$ cat config.mk
export PLATFORM = sky130hd
export DESIGN_NAME = pkt_spi_bridge
export DESIGN_NICKNAME = d
export VERILOG_FILES = /design/src/rtl/pkt_bridge_pkg.sv /design/src/rtl/pkt_rx_buffer.sv /design/src/rtl/pkt_hdr_check.sv /design/src/rtl/pkt_rsp_build.sv /design/src/rtl/pkt_spi_bridge.sv
export SDC_FILE = /design/constraint.sdc
export NUM_CORES = 1
export LEC_CHECK = 0
export ABC_AREA = 0
export CELL_PAD_IN_SITES_DETAIL_PLACEMENT = 1
export CELL_PAD_IN_SITES_GLOBAL_PLACEMENT = 2
export CORE_ASPECT_RATIO = 0.5
export CORE_MARGIN = 4
export CORE_UTILIZATION = 48
export DETAILED_ROUTE_END_ITERATION = 10
export GPL_TIMING_DRIVEN = 0
export PLACE_DENSITY_LB_ADDON = 0.1
export SYNTH_ARGS = -nofsm -noshare
export SYNTH_HDL_FRONTEND = slang
export SYNTH_HIERARCHICAL = 1
export SYNTH_SLANG_ARGS = --single-unit
$ cat constraint.sdc
create_clock -name clk -period 7.8 [get_ports clk]
set_clock_uncertainty 0.05 [all_clocks]
set_input_delay 1.56 -clock clk [delete_from_list [all_inputs] [get_ports clk]]
set_output_delay 1.56 -clock clk [all_outputs]
set_load 0.05 [all_outputs]
$ cat src/rtl/pkt_bridge_pkg.sv
// Shared constants and types for the packetized SPI bridge engine.
// Assumes 16-bit little-endian header fields throughout.
package pkt_bridge_pkg;

    // Packet identifiers
    localparam logic [15:0] PID_GET_CFG    = 16'd0;
    localparam logic [15:0] PID_CFG_RSP    = 16'd1;
    localparam logic [15:0] PID_XFER_START = 16'd2;
    localparam logic [15:0] PID_XFER_CONT  = 16'd3;
    localparam logic [15:0] PID_RSP_START  = 16'd5;

    // Status codes returned to the host
    localparam logic [15:0] ST_OK         = 16'h0000;
    localparam logic [15:0] ST_WR_BAD     = 16'h0003;
    localparam logic [15:0] ST_RD_BAD     = 16'h0004;
    localparam logic [15:0] ST_OFF        = 16'h0005;
    localparam logic [15:0] ST_UNEXPECTED = 16'h0008;
    localparam logic [15:0] ST_RUNT       = 16'h000A;
    localparam logic [15:0] ST_UNKNOWN    = 16'h8000;

    // Header sizes in bytes
    localparam int START_HDR_BYTES = 6;
    localparam int CONT_HDR_BYTES  = 4;

    typedef enum logic [1:0] {PH_RECV, PH_EVAL, PH_CHUNK} phase_t;
    typedef enum logic {PS_IDLE, PS_WRITING} proto_t;
    typedef enum logic [1:0] {ACT_CONFIG, ACT_STATUS, ACT_CHUNK} action_t;

endpackage

$ cat src/rtl/pkt_rx_buffer.sv
// Packet byte store. The first byte after reset, or after a byte marked
// last, starts a new packet at index 0. Bytes past MAX_PKT are dropped.
// Contents stay stable until the next packet starts, so the SPI controller
// can read chunk payload through the index port.
module pkt_rx_buffer #(
    parameter  int MAX_PKT = 64,
    localparam int IDX_W   = $clog2(MAX_PKT),
    localparam int LEN_W   = $clog2(MAX_PKT + 1)
) (
    input  logic             clk,
    input  logic             rst_n,
    input  logic             wr_en,
    input  logic [7:0]       wr_byte,
    input  logic             wr_last,
    output logic [LEN_W-1:0] pkt_len,
    output logic [15:0]      hdr_id,
    output logic [15:0]      hdr_a,
    output logic [15:0]      hdr_b,
    input  logic [IDX_W-1:0] rd_idx,
    output logic [7:0]       rd_byte
);
    localparam logic [LEN_W-1:0] CAP = LEN_W'(MAX_PKT);

    logic [7:0]       mem [MAX_PKT];
    logic             fresh;
    logic [LEN_W-1:0] cnt;
    logic [LEN_W-1:0] wpos;

    // Write position: restart at zero for the first byte of a packet
    assign wpos = fresh ? '0 : cnt;

    // Track packet length and packet boundaries
    always_ff @(posedge clk) begin
        if (!rst_n) begin
            fresh <= 1'b1;
            cnt   <= '0;
        end else if (wr_en) begin
            fresh <= wr_last;
            cnt   <= (wpos < CAP) ? wpos + 1'b1 : wpos;
        end
    end

    // Store the byte while room remains
    always_ff @(posedge clk) begin
        if (wr_en && (wpos < CAP)) begin
            mem[wpos[IDX_W-1:0]] <= wr_byte;
        end
    end

    // Header fields and the payload read port
    always_comb begin
        pkt_len = cnt;
        hdr_id  = {mem[1], mem[0]};
        hdr_a   = {mem[3], mem[2]};
        hdr_b   = {mem[5], mem[4]};
        rd_byte = mem[rd_idx];
    end

endmodule

$ cat src/rtl/pkt_hdr_check.sv
// Combinational header validator. Given the protocol state, the enable and
// the stored header, it picks one action: send the configuration, send a
// status, or issue a chunk described by length, read count, hold flag and
// payload offset. Check order follows the status priority of the protocol.
module pkt_hdr_check
    import pkt_bridge_pkg::*;
#(
    parameter  int MAX_PKT = 64,
    parameter  int MAX_WR  = 270,
    parameter  int MAX_RD  = 2045,
    localparam int IDX_W   = $clog2(MAX_PKT),
    localparam int LEN_W   = $clog2(MAX_PKT + 1)
) (
    input  logic             enabled,
    input  proto_t           proto,
    input  logic [LEN_W-1:0] pkt_len,
    input  logic [15:0]      hdr_id,
    input  logic [15:0]      hdr_a,
    input  logic [15:0]      hdr_b,
    input  logic [15:0]      wr_total,
    input  logic [15:0]      wr_done,
    output action_t          dec_action,
    output logic [15:0]      dec_status,
    output logic             dec_start,
    output logic [IDX_W-1:0] dec_wr_len,
    output logic [15:0]      dec_rd_len,
    output logic             dec_hold,
    output logic [IDX_W-1:0] dec_base
);
    localparam logic [15:0]      START_PAY   = 16'(MAX_PKT - START_HDR_BYTES);
    localparam logic [IDX_W-1:0] START_PAY_N = IDX_W'(MAX_PKT - START_HDR_BYTES);
    localparam logic [15:0]      MAX_WR16    = 16'(MAX_WR);
    localparam logic [15:0]      MAX_RD16    = 16'(MAX_RD);
    localparam logic [LEN_W-1:0] CONT_HDR_N  = LEN_W'(CONT_HDR_BYTES);

    logic [15:0]      len16;
    logic [LEN_W-1:0] cont_pay;
    logic [16:0]      cont_sum;

    // Length views used by the checks
    always_comb begin
        len16    = 16'(pkt_len);
        cont_pay = pkt_len - CONT_HDR_N;
        cont_sum = {1'b0, wr_done} + 17'(cont_pay);
    end

    // Decision in status-priority order
    always_comb begin
        dec_action = ACT_STATUS;
        dec_status = ST_OK;
        dec_start  = 1'b0;
        dec_wr_len = '0;
        dec_rd_len = '0;
        dec_hold   = 1'b0;
        dec_base   = '0;
        if (!enabled) begin
            dec_status = ST_OFF;
        end else if (proto == PS_IDLE) begin
            if (len16 < 16'd2) begin
                dec_status = ST_UNKNOWN;
            end else if (hdr_id == PID_GET_CFG && len16 == 16'd2) begin
                dec_action = ACT_CONFIG;
            end else if (hdr_id != PID_XFER_START || len16 < 16'(START_HDR_BYTES)) begin
                dec_status = ST_RUNT;
            end else if (hdr_b > MAX_RD16) begin
                dec_status = ST_RD_BAD;
            end else if (hdr_a > MAX_WR16) begin
                dec_status = ST_WR_BAD;
            end else if (hdr_a <= START_PAY && hdr_a != len16 - 16'(START_HDR_BYTES)) begin
                dec_status = ST_WR_BAD;
            end else if (hdr_b != 16'd0 && hdr_a > START_PAY) begin
                dec_status = ST_WR_BAD;
            end else if (hdr_a == 16'd0 && hdr_b == 16'd0) begin
                dec_status = ST_OK;
            end else begin
                dec_action = ACT_CHUNK;
                dec_start  = 1'b1;
                dec_hold   = hdr_a > START_PAY;
                dec_wr_len = (hdr_a > START_PAY) ? START_PAY_N : hdr_a[IDX_W-1:0];
                dec_rd_len = hdr_b;
                dec_base   = IDX_W'(START_HDR_BYTES);
            end
        end else begin
            if (len16 <= 16'(CONT_HDR_BYTES) || hdr_id != PID_XFER_CONT) begin
                dec_status = ST_UNEXPECTED;
            end else if (hdr_a != wr_done) begin
                dec_status = ST_UNEXPECTED;
            end else begin
                dec_action = ACT_CHUNK;
                dec_wr_len = cont_pay[IDX_W-1:0];
                dec_hold   = cont_sum < {1'b0, wr_total};
                dec_base   = IDX_W'(CONT_HDR_BYTES);
            end
        end
    end

endmodule

$ cat src/rtl/pkt_rsp_build.sv
// Response former. On a fire strobe it registers either the 8-byte
// configuration answer or a 4-byte status answer, little-endian, byte 0 in
// the low bits. The strobe is a single-cycle pulse.
module pkt_rsp_build
    import pkt_bridge_pkg::*;
#(
    parameter int MAX_WR = 270,
    parameter int MAX_RD = 2045
) (
    input  logic        clk,
    input  logic        rst_n,
    input  logic        fire,
    input  logic        is_cfg,
    input  logic [15:0] code,
    output logic        rsp_valid,
    output logic [3:0]  rsp_len,
    output logic [63:0] rsp_data
);
    localparam logic [15:0] MAX_WR16 = 16'(MAX_WR);
    localparam logic [15:0] MAX_RD16 = 16'(MAX_RD);

    // Register the response and its strobe
    always_ff @(posedge clk) begin
        if (!rst_n) begin
            rsp_valid <= 1'b0;
            rsp_len   <= 4'd0;
            rsp_data  <= 64'd0;
        end else begin
            rsp_valid <= fire;
            if (fire) begin
                if (is_cfg) begin
                    rsp_len  <= 4'd8;
                    rsp_data <= {16'h0000, MAX_RD16, MAX_WR16, PID_CFG_RSP};
                end else begin
                    rsp_len  <= 4'd4;
                    rsp_data <= {32'h0, code, PID_RSP_START};
                end
            end
        end
    end

endmodule

$ cat src/rtl/pkt_spi_bridge.sv
// Top of the packetized SPI bridge command engine. Collects a packet,
// evaluates it for one cycle, then either answers at once or issues a chunk
// to the SPI controller and waits for its completion. Holds the IDLE and
// WRITING protocol state, the total write count and the running offset.
// Assumes the host sends one packet at a time and watches rx_ready.
module pkt_spi_bridge
    import pkt_bridge_pkg::*;
#(
    parameter  int MAX_PKT = 64,
    parameter  int MAX_WR  = 270,
    parameter  int MAX_RD  = 2045,
    localparam int IDX_W   = $clog2(MAX_PKT),
    localparam int LEN_W   = $clog2(MAX_PKT + 1)
) (
    input  logic             clk,
    input  logic             rst_n,
    input  logic             bridge_en,
    input  logic             rx_valid,
    input  logic [7:0]       rx_data,
    input  logic             rx_last,
    output logic             rx_ready,
    output logic             rsp_valid,
    output logic [3:0]       rsp_len,
    output logic [63:0]      rsp_data,
    output logic             chk_req,
    output logic [IDX_W-1:0] chk_wr_len,
    output logic [15:0]      chk_rd_len,
    output logic             chk_hold_cs,
    output logic [IDX_W-1:0] chk_base,
    input  logic             chk_done,
    input  logic [15:0]      chk_status,
    input  logic [IDX_W-1:0] spi_rd_idx,
    output logic [7:0]       spi_rd_byte
);
    phase_t           phase;
    proto_t           proto;
    logic [15:0]      wr_total;
    logic [15:0]      wr_done;
    logic             accept;
    logic [LEN_W-1:0] pkt_len;
    logic [15:0]      hdr_id, hdr_a, hdr_b;
    action_t          dec_action;
    logic [15:0]      dec_status;
    logic             dec_start;
    logic [IDX_W-1:0] dec_wr_len;
    logic [15:0]      dec_rd_len;
    logic             dec_hold;
    logic [IDX_W-1:0] dec_base;
    logic             rsp_fire;
    logic             rsp_cfg;
    logic [15:0]      rsp_code;

    // Bytes are taken only while collecting a packet
    assign rx_ready = (phase == PH_RECV);
    assign accept   = rx_valid && rx_ready;

    pkt_rx_buffer #(.MAX_PKT(MAX_PKT)) u_buf (
        .clk     (clk),
        .rst_n   (rst_n),
        .wr_en   (accept),
        .wr_byte (rx_data),
        .wr_last (rx_last),
        .pkt_len (pkt_len),
        .hdr_id  (hdr_id),
        .hdr_a   (hdr_a),
        .hdr_b   (hdr_b),
        .rd_idx  (spi_rd_idx),
        .rd_byte (spi_rd_byte)
    );

    pkt_hdr_check #(.MAX_PKT(MAX_PKT), .MAX_WR(MAX_WR), .MAX_RD(MAX_RD)) u_chk_hdr (
        .enabled    (bridge_en),
        .proto      (proto),
        .pkt_len    (pkt_len),
        .hdr_id     (hdr_id),
        .hdr_a      (hdr_a),
        .hdr_b      (hdr_b),
        .wr_total   (wr_total),
        .wr_done    (wr_done),
        .dec_action (dec_action),
        .dec_status (dec_status),
        .dec_start  (dec_start),
        .dec_wr_len (dec_wr_len),
        .dec_rd_len (dec_rd_len),
        .dec_hold   (dec_hold),
        .dec_base   (dec_base)
    );

    // Choose when and what to answer
    always_comb begin
        rsp_fire = 1'b0;
        rsp_cfg  = 1'b0;
        rsp_code = ST_OK;
        if (phase == PH_EVAL && dec_action != ACT_CHUNK) begin
            rsp_fire = 1'b1;
            rsp_cfg  = (dec_action == ACT_CONFIG);
            rsp_code = dec_status;
        end else if (phase == PH_CHUNK && chk_done &&
                     (chk_status != ST_OK || !chk_hold_cs)) begin
            rsp_fire = 1'b1;
            rsp_code = chk_status;
        end
    end

    pkt_rsp_build #(.MAX_WR(MAX_WR), .MAX_RD(MAX_RD)) u_rsp (
        .clk       (clk),
        .rst_n     (rst_n),
        .fire      (rsp_fire),
        .is_cfg    (rsp_cfg),
        .code      (rsp_code),
        .rsp_valid (rsp_valid),
        .rsp_len   (rsp_len),
        .rsp_data  (rsp_data)
    );

    // Phase sequencing, protocol state, write tracking and chunk requests
    always_ff @(posedge clk) begin
        if (!rst_n) begin
            phase       <= PH_RECV;
            proto       <= PS_IDLE;
            wr_total    <= 16'd0;
            wr_done     <= 16'd0;
            chk_req     <= 1'b0;
            chk_wr_len  <= '0;
            chk_rd_len  <= 16'd0;
            chk_hold_cs <= 1'b0;
            chk_base    <= '0;
        end else begin
            case (phase)
                PH_RECV: begin
                    if (accept && rx_last) begin
                        phase <= PH_EVAL;
                    end
                end
                PH_EVAL: begin
                    if (dec_action == ACT_CHUNK) begin
                        phase       <= PH_CHUNK;
                        chk_req     <= 1'b1;
                        chk_wr_len  <= dec_wr_len;
                        chk_rd_len  <= dec_rd_len;
                        chk_hold_cs <= dec_hold;
                        chk_base    <= dec_base;
                        if (dec_start) begin
                            wr_total <= hdr_a;
                            wr_done  <= 16'd0;
                        end
                    end else begin
                        phase <= PH_RECV;
                        if (dec_action == ACT_STATUS) begin
                            proto <= PS_IDLE;
                        end
                    end
                end
                PH_CHUNK: begin
                    if (chk_done) begin
                        chk_req <= 1'b0;
                        phase   <= PH_RECV;
                        if (chk_status != ST_OK) begin
                            proto <= PS_IDLE;
                        end else if (chk_hold_cs) begin
                            proto   <= PS_WRITING;
                            wr_done <= wr_done + 16'(chk_wr_len);
                        end else begin
                            proto <= PS_IDLE;
                        end
                    end
                end
                default: phase <= PH_RECV;
            endcase
        end
    end

endmodule

# Word level (Yosys, flattened, before mapping)

Memories as Yosys holds them, arrays and structs flattened.
Index checks and enable logic that the tools add are counted.

Add/subtract/negate cells: 5
Order comparisons: 9
Equal/unequal tests: 18
Multiplexer cells: 110
Reduce and logical (&&, ||, !) cells: 28

Operators by type and width:

| kind                   | number |
|---|---|
| $mux W16               | 26 |
| $mux W6                | 23 |
| $logic_not A16 Y1      | 3 |
| $mux W43               | 1 |
| $mux W1                | 34 |
| $mux W2                | 16 |
| $ne A16 B16 Y1         | 2 |
| $ne A16 B2 Y1 const B  | 2 |
| $pmux W16 S2           | 1 |
| $reduce_bool A16 Y1    | 2 |
| $add A16 B7 Y17        | 1 |
| $lt A17 B16 Y1         | 1 |
| $add A16 B6 Y16        | 1 |
| $gt A16 B11 Y1 const B | 1 |
| $gt A16 B6 Y1 const B  | 1 |
| $gt A16 B9 Y1 const B  | 1 |
| $le A16 B6 Y1 const B  | 1 |
| $mux W7                | 2 |
| $ne A2 B2 Y1 const B   | 6 |
| $logic_and A1 B1 Y1    | 10 |
| $mux W4                | 2 |
| $sub A7 B3 Y8 const B  | 1 |
| $add A7 B1 Y7 const B  | 1 |
| $eq A7 B2 Y1 const B   | 1 |
| other kinds (19)       | 30 |

Register bits after elaboration: 142
Memory bits (writable): 512
Input bits: 36
Output and inout port bits: 108
Logic and storage cells: 185
Memories kept: 1

Memories:

| name      | depth | bits a word | read ports | clocked after memory_dff | wr ports | line                | RTL |
|---|---|---|---|---|---|---|---|
| u_buf.mem | 64    | 8           | 7          | 0                        | 1        | pkt_rx_buffer.sv:24 | `logic [7:0] mem [MAX_PKT];` |

# Depth between registers and ports, before layout

Gate-level depths: netlist (run 1).
An unclocked memory read counts as a cell.

Depth in word-level cells: 17
Gate-level depth with buffers: 19
Gate-level depth less buffers: 18

# Hierarchy

The synthesis (run 1) kept the hierarchy.

By module, submodules not included:

| module         | instances | cells an instance | area an instance (µm²) | seq. area each (µm²) |
|---|---|---|---|---|
| pkt_rx_buffer  | 1         | 962               | 20404.6                | 15534.9 |
| pkt_spi_bridge | 1         | 360               | 3026.7                 | 1301.2 |
| pkt_hdr_check  | 1         | 289               | 2064.5                 | 0.0 |
| pkt_rsp_build  | 1         | 124               | 1157.4                 | 400.4 |

# Worst setup path before layout (run 1)

No wires, ideal clock.

Path kind: input-to-output
Start point: in spi_rd_idx[0]
End point: out spi_rd_byte[2]
Arrival time: 3.445 ns
Data required time: 6.190 ns
Slack: 2.745 ns
Stages: 7
Path buffers: 3
Path through: buf_6 > buf_12 > buf_6 > mux4_1 > mux4_2 > o211ai_1 > nand2_1

Longest elaborated chain between the ends: 1

RTL lines:

| element         | line                 | RTL |
|---|---|---|
| start, declared | pkt_spi_bridge.sv:32 | `input logic [IDX_W-1:0] spi_rd_idx,` |
| $mem_v2 Z64 W8  | -                    |  |
| end, declared   | pkt_spi_bridge.sv:33 | `output logic [7:0] spi_rd_byte` |

No other way between the ends.

# Final worst setup path (run 1)

Start point: in spi_rd_idx[2]
End point: out spi_rd_byte[1]

Same word-level chain as after synthesis.

==> run metrics, run 1 <==
Port-buffer cells=102; CP Data Required Time=6190 ps; Starting Density=49.0%; All-Layer GR Usage=25.3%; Die ar.=0.0596 mm2; Synth Instances=1735; Slew headroom=15.2%; worst-margin pin slew=1260 ps; Synth Area in Adders=1.79%; post-layout min period=7340 ps; commonest non-fill, non-tap cell in the layout=edfxtp_1; CTS tree=built; hold buffers post-CTS=0; first-pass GRT wire length=112000 um; leakage power=10.1 nW; endpoint class of the critical path=primary output; Post-Synth XOR/XNOR Area=1.41%; Hold Path Origin=u_rsp/rsp_data[0]$_SDFFE_PN0P_; Synth-to-Final Area Change=15.0%; # nets final=2030; final hold viol count=0; routed wire length per instance=27.5 um; Post-synth EDFFs=512; Layout fillers=5170; status=finished clean; Seq/Total Area, Yosys=64.7%; Initial DRC Count=1568; cell area after synthesis=0.0267 mm2; PD cells=214 mW/mm2; Die H=175 um; Logic pwr share=6.9%; TNS Setup=0 ps; highest clock rate=0.136 GHz; GRT overflow=0; Post-Syn Area per Cell=15.4 um2; async set-reset flop share out of synthesis=0%; CP Max Fanout=10; largest family of logic cells by synthesized area=multiplexers; #FFs+latches synth=605; clock share of power=39.7%; via count=16200; drt total wl=75400 um; Final Cycle Share=94.2%; final setup fails=0; DRC=0; H-tree Lvls=2; CTS root buffer=clkbuf_16; DR pass1 iterations=5; row count=60; Hold Path Class=reg -> reg; WP data arrival=5730 ps; max-slew violations=0; RD Place Congestion=0.874; vias in the first global route=17100; chip width=341 um; Final ANT Viol Nets=0; sequential share of power=53.4%; layout cells sized above 1=18.4%; post-synthesis mux area share=12.8%; total CTS buffers=53; commonest non-fill, non-tap cells in the layout=512 x edfxtp_1, 162 x nand2_1, 125 x mux4_2; type of origin of the critical path=input port; core box area=0.0544 mm2; WHS=406 ps; largest net degree at the start of global routing=57; peak supply drop=0.000156 V; Ports=144; post-synthesis compound-gate area fraction=6.59%; Int Pwr=0.00509 W; setup bufs post-CTS=0; max cap viols=0; Top FF cell, synth=edfxtp_1; Critical R2R Launch=u_buf/pkt_len[1]$_SDFFE_PN0P_; Sw Ratio=22.5%; Bufs on Longest Clock Path=3; CTS sink cnt=605; Synth Area in Simple Gates=8.26%; Switching Power=0.00148 W; initial antenna violation count=0; Setup crit start=spi_rd_idx[2]; worst skew pair latency=620 ps; Post-DP HPWL=53200 um; Clk pin slew, worst setup/hold paths=60 ps; RSZ-0062 raised after global routing=false; WS Path Type=in -> out; Vias/cell=5.92; YS warnings=6; Synth cell types=84; post_cts resized=0
[synth_stat cells, types with 11 or more instances]
| cell | count | area share, % |
|---|---|---|
| a21boi_0 | 47 | 1.3 |
| a21oi_1 | 37 | 0.69 |
| a22o_1 | 22 | 0.72 |
| and2_1 | 16 | 0.38 |
| and3_1 | 11 | 0.26 |
| buf_2 | 14 | 0.26 |
| buf_4 | 83 | 2.3 |
| clkbuf_1 | 42 | 0.59 |
| dfxtp_1 | 93 | 7.0 |
| edfxtp_1 | 512 | 58 |
| ha_1 | 35 | 1.6 |
| inv_1 | 34 | 0.48 |
| mux2i_1 | 32 | 1.2 |
| mux4_2 | 125 | 11 |
| nand2_1 | 162 | 2.3 |
| nand2b_1 | 12 | 0.28 |
| nand3_1 | 22 | 0.41 |
| nand3b_1 | 16 | 0.45 |
| nand4_1 | 11 | 0.26 |
| nor2_1 | 92 | 1.3 |
| nor2b_1 | 18 | 0.42 |
| nor3_1 | 20 | 0.38 |
| nor4_1 | 14 | 0.33 |
| o21a_1 | 11 | 0.31 |
| o21ai_0 | 23 | 0.43 |
| or4_1 | 13 | 0.37 |
| xnor2_1 | 27 | 0.89 |
| xor2_1 | 16 | 0.53 |
[logic make-up (layout without fill, tap and decap cells)]
kind of cell	Yosys count	in the layout
compound gates	242	242
xor+xnor	43	43
fa+ha+maj	37	37
buf+inv	194	401
flops	605	605
mux	169	169
other cells	2	59
simple gates	443	443
[power by group through the flow]
stage	Combinational, W	Clock, W	Sequential, W
floorplan	0.000261	0	0.00359
global placement	0.000424	0	0.00359
detailed placement	0.000446	0	0.00358
CTS	0.000448	0.00266	0.00351
global route	0.000474	0.00282	0.00351
finish	0.000451	0.00261	0.00351
[critical path, cell delays in order]
cell	delay (ps)
clkdlybuf4s50_1	660
buf_2	400
buf_2	420
buf_2	460
clkbuf_1	390
o221ai_1	280
o21ai_0	250
nand3_1	310
nand2_1	170
clkdlybuf4s50_1	820
[final timing paths]
check                                   end  slack, ps  cells past startpoint
max                          spi_rd_byte[1]        460                     10
min          u_rsp/rsp_data[0]$_SDFFE_PN0P_        410                      1
max reg2reg        wr_done[14]$_SDFFE_PN0P_       2780                     19
min reg2reg  u_rsp/rsp_data[0]$_SDFFE_PN0P_        410                      1
[registers in the layout (all words and copies together) (netlist names)]
signal,cells
u_buf/mem,512
u_rsp/rsp_data,18
chk_rd_len,16
wr_done,16
wr_total,16
u_buf/pkt_len,7
chk_base,6
chk_wr_len,6
phase,2
chk_hold_cs,1
chk_req,1
proto,1
u_buf/fresh,1
u_rsp/rsp_len,1
u_rsp/rsp_valid,1
[stage by stage]
| step | setup slack [ps] | total power, W | instances | area [um2] | util, % |
|---|---|---|---|---|---|
| 2_1_floorplan | 2750 | 0.00385 | 1791 | 26900 | - |
| 3_3_place_gp | 636 | 0.00401 | 2637 | 28800 | 53.0 |
| 3_5_place_dp | 545 | 0.00403 | 2646 | 29000 | 53.3 |
| 4_1_cts | 540 | 0.00662 | 2742 | 30600 | 56.4 |
| 5_1_grt | 436 | 0.00681 | 2742 | 30600 | 56.4 |
| 6_report | 456 | 0.00657 | 2743 | 30600 | 56.4 |
[cell type report]
class	instances	area [um2]	area share [%]
Inverter	34	128	0.416
Sequential cell	605	17200	56.2
Clock inverter	29	313	1.02
Multi-Input combinational cell	992	8460	27.6
Tap cell	744	931	3.04
Timing Repair Buffer	111	1150	3.75
Buffer	160	1050	3.43
Clock buffer	67	1380	4.50
Antenna cell	1	2.50	0.00816
[per-layer routing]
metal	global-route usage, %	part of all wire, %
met2	40.8	47
met3	6.01	8.5
met5	0	0
met4	6.15	2.4
met1	35.2	42
(Power assumes the default switching activity.)
==> run 2: changes to the inputs <==
- CORE_MARGIN: 4 -> 2
- CTS_CLUSTER_DIAMETER: not set -> 80
==> run 2 against run 1 <==
Against the previous run:
- register-to-register slack worse by 30 ps
- first-iteration DRC count shrank 10%
- maximum frequency up 2.5%
- die area shrank 3.4%
- sequential power is essentially flat
- clock power down 2%
- final cell count is essentially flat
- largest power group unchanged
- highest routed layer unchanged
==> run metrics, run 2 (synthesis results as in run 1) <==
setup bufs post-CTS=0 (unchanged); Bufs on Longest Clock Path=3 (unchanged); RSZ-0062 raised after global routing=false (unchanged); Final Cycle Share=91.8% (was 94.2%); leakage power=10.1 nW (about the same); peak supply drop=0.000222 V (was 0.000156 V); Vias/cell=5.88 (was 5.92); WHS Path Cells=2 (was 1); RR Endpoint=wr_done[8]$_SDFFE_PN0P_ (was wr_done[14]$_SDFFE_PN0P_); commonest non-fill, non-tap cell in the layout=edfxtp_1 (unchanged); Post-DP HPWL=52500 um (was 53200 um); DR pass1 iterations=5 (unchanged); fin util=56.4% (about the same); # nets final=2030 (unchanged); WHS=415 ps (was 406 ps); WS Path Type=in -> out (unchanged); max-slew violations=0 (unchanged); Layout fillers=5148 (was 5170); H-tree Lvls=2 (unchanged); status=finished clean (unchanged); Critical R2R Launch=wr_done[7]$_SDFFE_PN0P_ (was u_buf/pkt_len[1]$_SDFFE_PN0P_); highest clock rate=0.140 GHz (was 0.136 GHz); post-layout min period=7160 ps (was 7340 ps); CTS sink cnt=605 (unchanged); placed cells=2646 (unchanged); Port-buffer cells=102 (unchanged); Hold Path End=chk_base[3]$_SDFFE_PN0P_ (was u_rsp/rsp_data[0]$_SDFFE_PN0P_); CTS tree=built (unchanged); final hold viol count=0 (unchanged); CP Max Fanout=10 (unchanged); drt total wl=73500 um (was 75400 um); Ports=144 (unchanged); initial antenna violation count=0 (unchanged); post_cts resized=0 (unchanged); routed wire length per instance=26.8 um (was 27.5 um); final setup fails=0 (unchanged); worst-case reg-to-reg path depth=18 (was 19); worst-margin pin slew=1300 ps (was 1260 ps); via count=16100 (was 16200); GRT overflow=0 (unchanged); PnR worst setup slack=636 ps (was 456 ps); WP data arrival=5550 ps (was 5730 ps); Slew headroom=12.9% (was 15.2%); core box area=0.0543 mm2 (was 0.0544 mm2); Die H=171 um (was 175 um); RD Place Congestion=0.899 (was 0.874); max reg flops=512 (unchanged); All-Layer GR Usage=25.9% (was 25.3%); endpoint class of the critical path=primary output (unchanged); layout cells sized above 1=18.1% (was 18.4%); commonest non-fill, non-tap cells in the layout=512 x edfxtp_1, 162 x nand2_1, 125 x mux4_2 (unchanged); post-route insts no fill=2741 (was 2743); first-pass GRT wire length=109000 um (was 112000 um); Die ar.=0.0575 mm2 (was 0.0596 mm2); max cap viols=0 (unchanged); reg2reg setup slack=2750 ps (was 2780 ps); total CTS buffers=52 (was 53); Synth-to-Final Area Change=14.9% (was 15.0%); CTS root buffer=clkbuf_16 (unchanged); TNS Setup=0 ps (unchanged); DRC=0 (unchanged); worst skew pair latency=600 ps (was 620 ps); Initial DRC Count=1406 (was 1568); Clk pin slew, worst setup/hold paths=60 ps (about the same); chip width=337 um (was 341 um); largest net degree at the start of global routing=45 (was 57); Hold Path Class=reg -> reg (unchanged); vias in the first global route=16500 (was 17100); Ant. Diodes=0 (was 1); Hold Path Origin=chk_base[3]$_SDFFE_PN0P_ (was u_rsp/rsp_data[0]$_SDFFE_PN0P_); PD cells=213 mW/mm2 (was 214 mW/mm2); hold buffers post-CTS=0 (unchanged); CP Data Required Time=6190 ps (about the same); type of origin of the critical path=input port (unchanged); Starting Density=49.1% (was 49.0%); Final ANT Viol Nets=0 (unchanged); pre-CTS setup slack=718 ps (was 545 ps); row count=60 (unchanged)
[run 2: cell types whose count changed in the layout (fill, tap and decap cells not counted), moves of 2 or more]
cell / before / now
clkbuf_8: 0 / 2
clkinv_1: 8 / 11
clkinv_4: 0 / 2
bufinv_16: 5 / 3
clkinvlp_2: 2 / 0
clkinvlp_4: 5 / 0
[run 2: worst max path at each step]
stage | start | to | slack [ps] | cells after the start
6_report | spi_rd_idx[2] | spi_rd_byte[2] | 640 | 10
5_1_grt | spi_rd_idx[2] | spi_rd_byte[6] | 490 | 10
4_1_cts | spi_rd_idx[2] | spi_rd_byte[2] | 710 | 10
3_5_place_dp | spi_rd_idx[2] | spi_rd_byte[6] | 720 | 10
3_3_place_gp | spi_rd_idx[2] | spi_rd_byte[1] | 880 | 9
2_1_floorplan | spi_rd_idx[0] | spi_rd_byte[2] | 2750 | 7
[run 2: metal layers]
metal / vias up / track usage (%) / routed length [um]
met5: - / 0 / 0
met4: 0 / 5.61 / 1450
met3: 93 / 4.90 / 5300
met2: 581 / 41.7 / 34300
met1: 8399 / 37.0 / 32500
li1: 7044 / - / -
[run 2: report_power, final]
part           internal, W  leakage (nW)  switching, W
Combinational     0.000163          3.90      0.000285
Clock              0.00139         0.814       0.00117
Sequential         0.00351          5.36    0.00000681
[run 2: worst max-delay path, cell delays in order]
cell             delay (ps)
clkdlybuf4s50_1         630
buf_2                   360
buf_2                   390
buf_2                   430
clkbuf_1                470
o221ai_1                280
o21ai_0                 320
nand3_1                 160
nand2_1                 130
clkdlybuf4s50_1         810
[run 2: cell type report]
class | instances | area, um2 | area share, %
buffer | 160 | 1050 | 3.43
timing repair buffer | 112 | 1150 | 3.77
sequential | 605 | 17200 | 56.3
multi-input combinational | 992 | 8460 | 27.6
clock buffer | 69 | 1430 | 4.66
tap | 744 | 931 | 3.04
clock inverter | 25 | 234 | 0.764
inverter | 34 | 128 | 0.417
[run 2: through the flow]
stage / power (W) / area (um2)
after floorplan: 0.00385 / 26900
after global placement: 0.00401 / 28800
after detailed placement: 0.00403 / 28900
after CTS: 0.00658 / 30600
after global routing: 0.00670 / 30600
final: 0.00652 / 30600
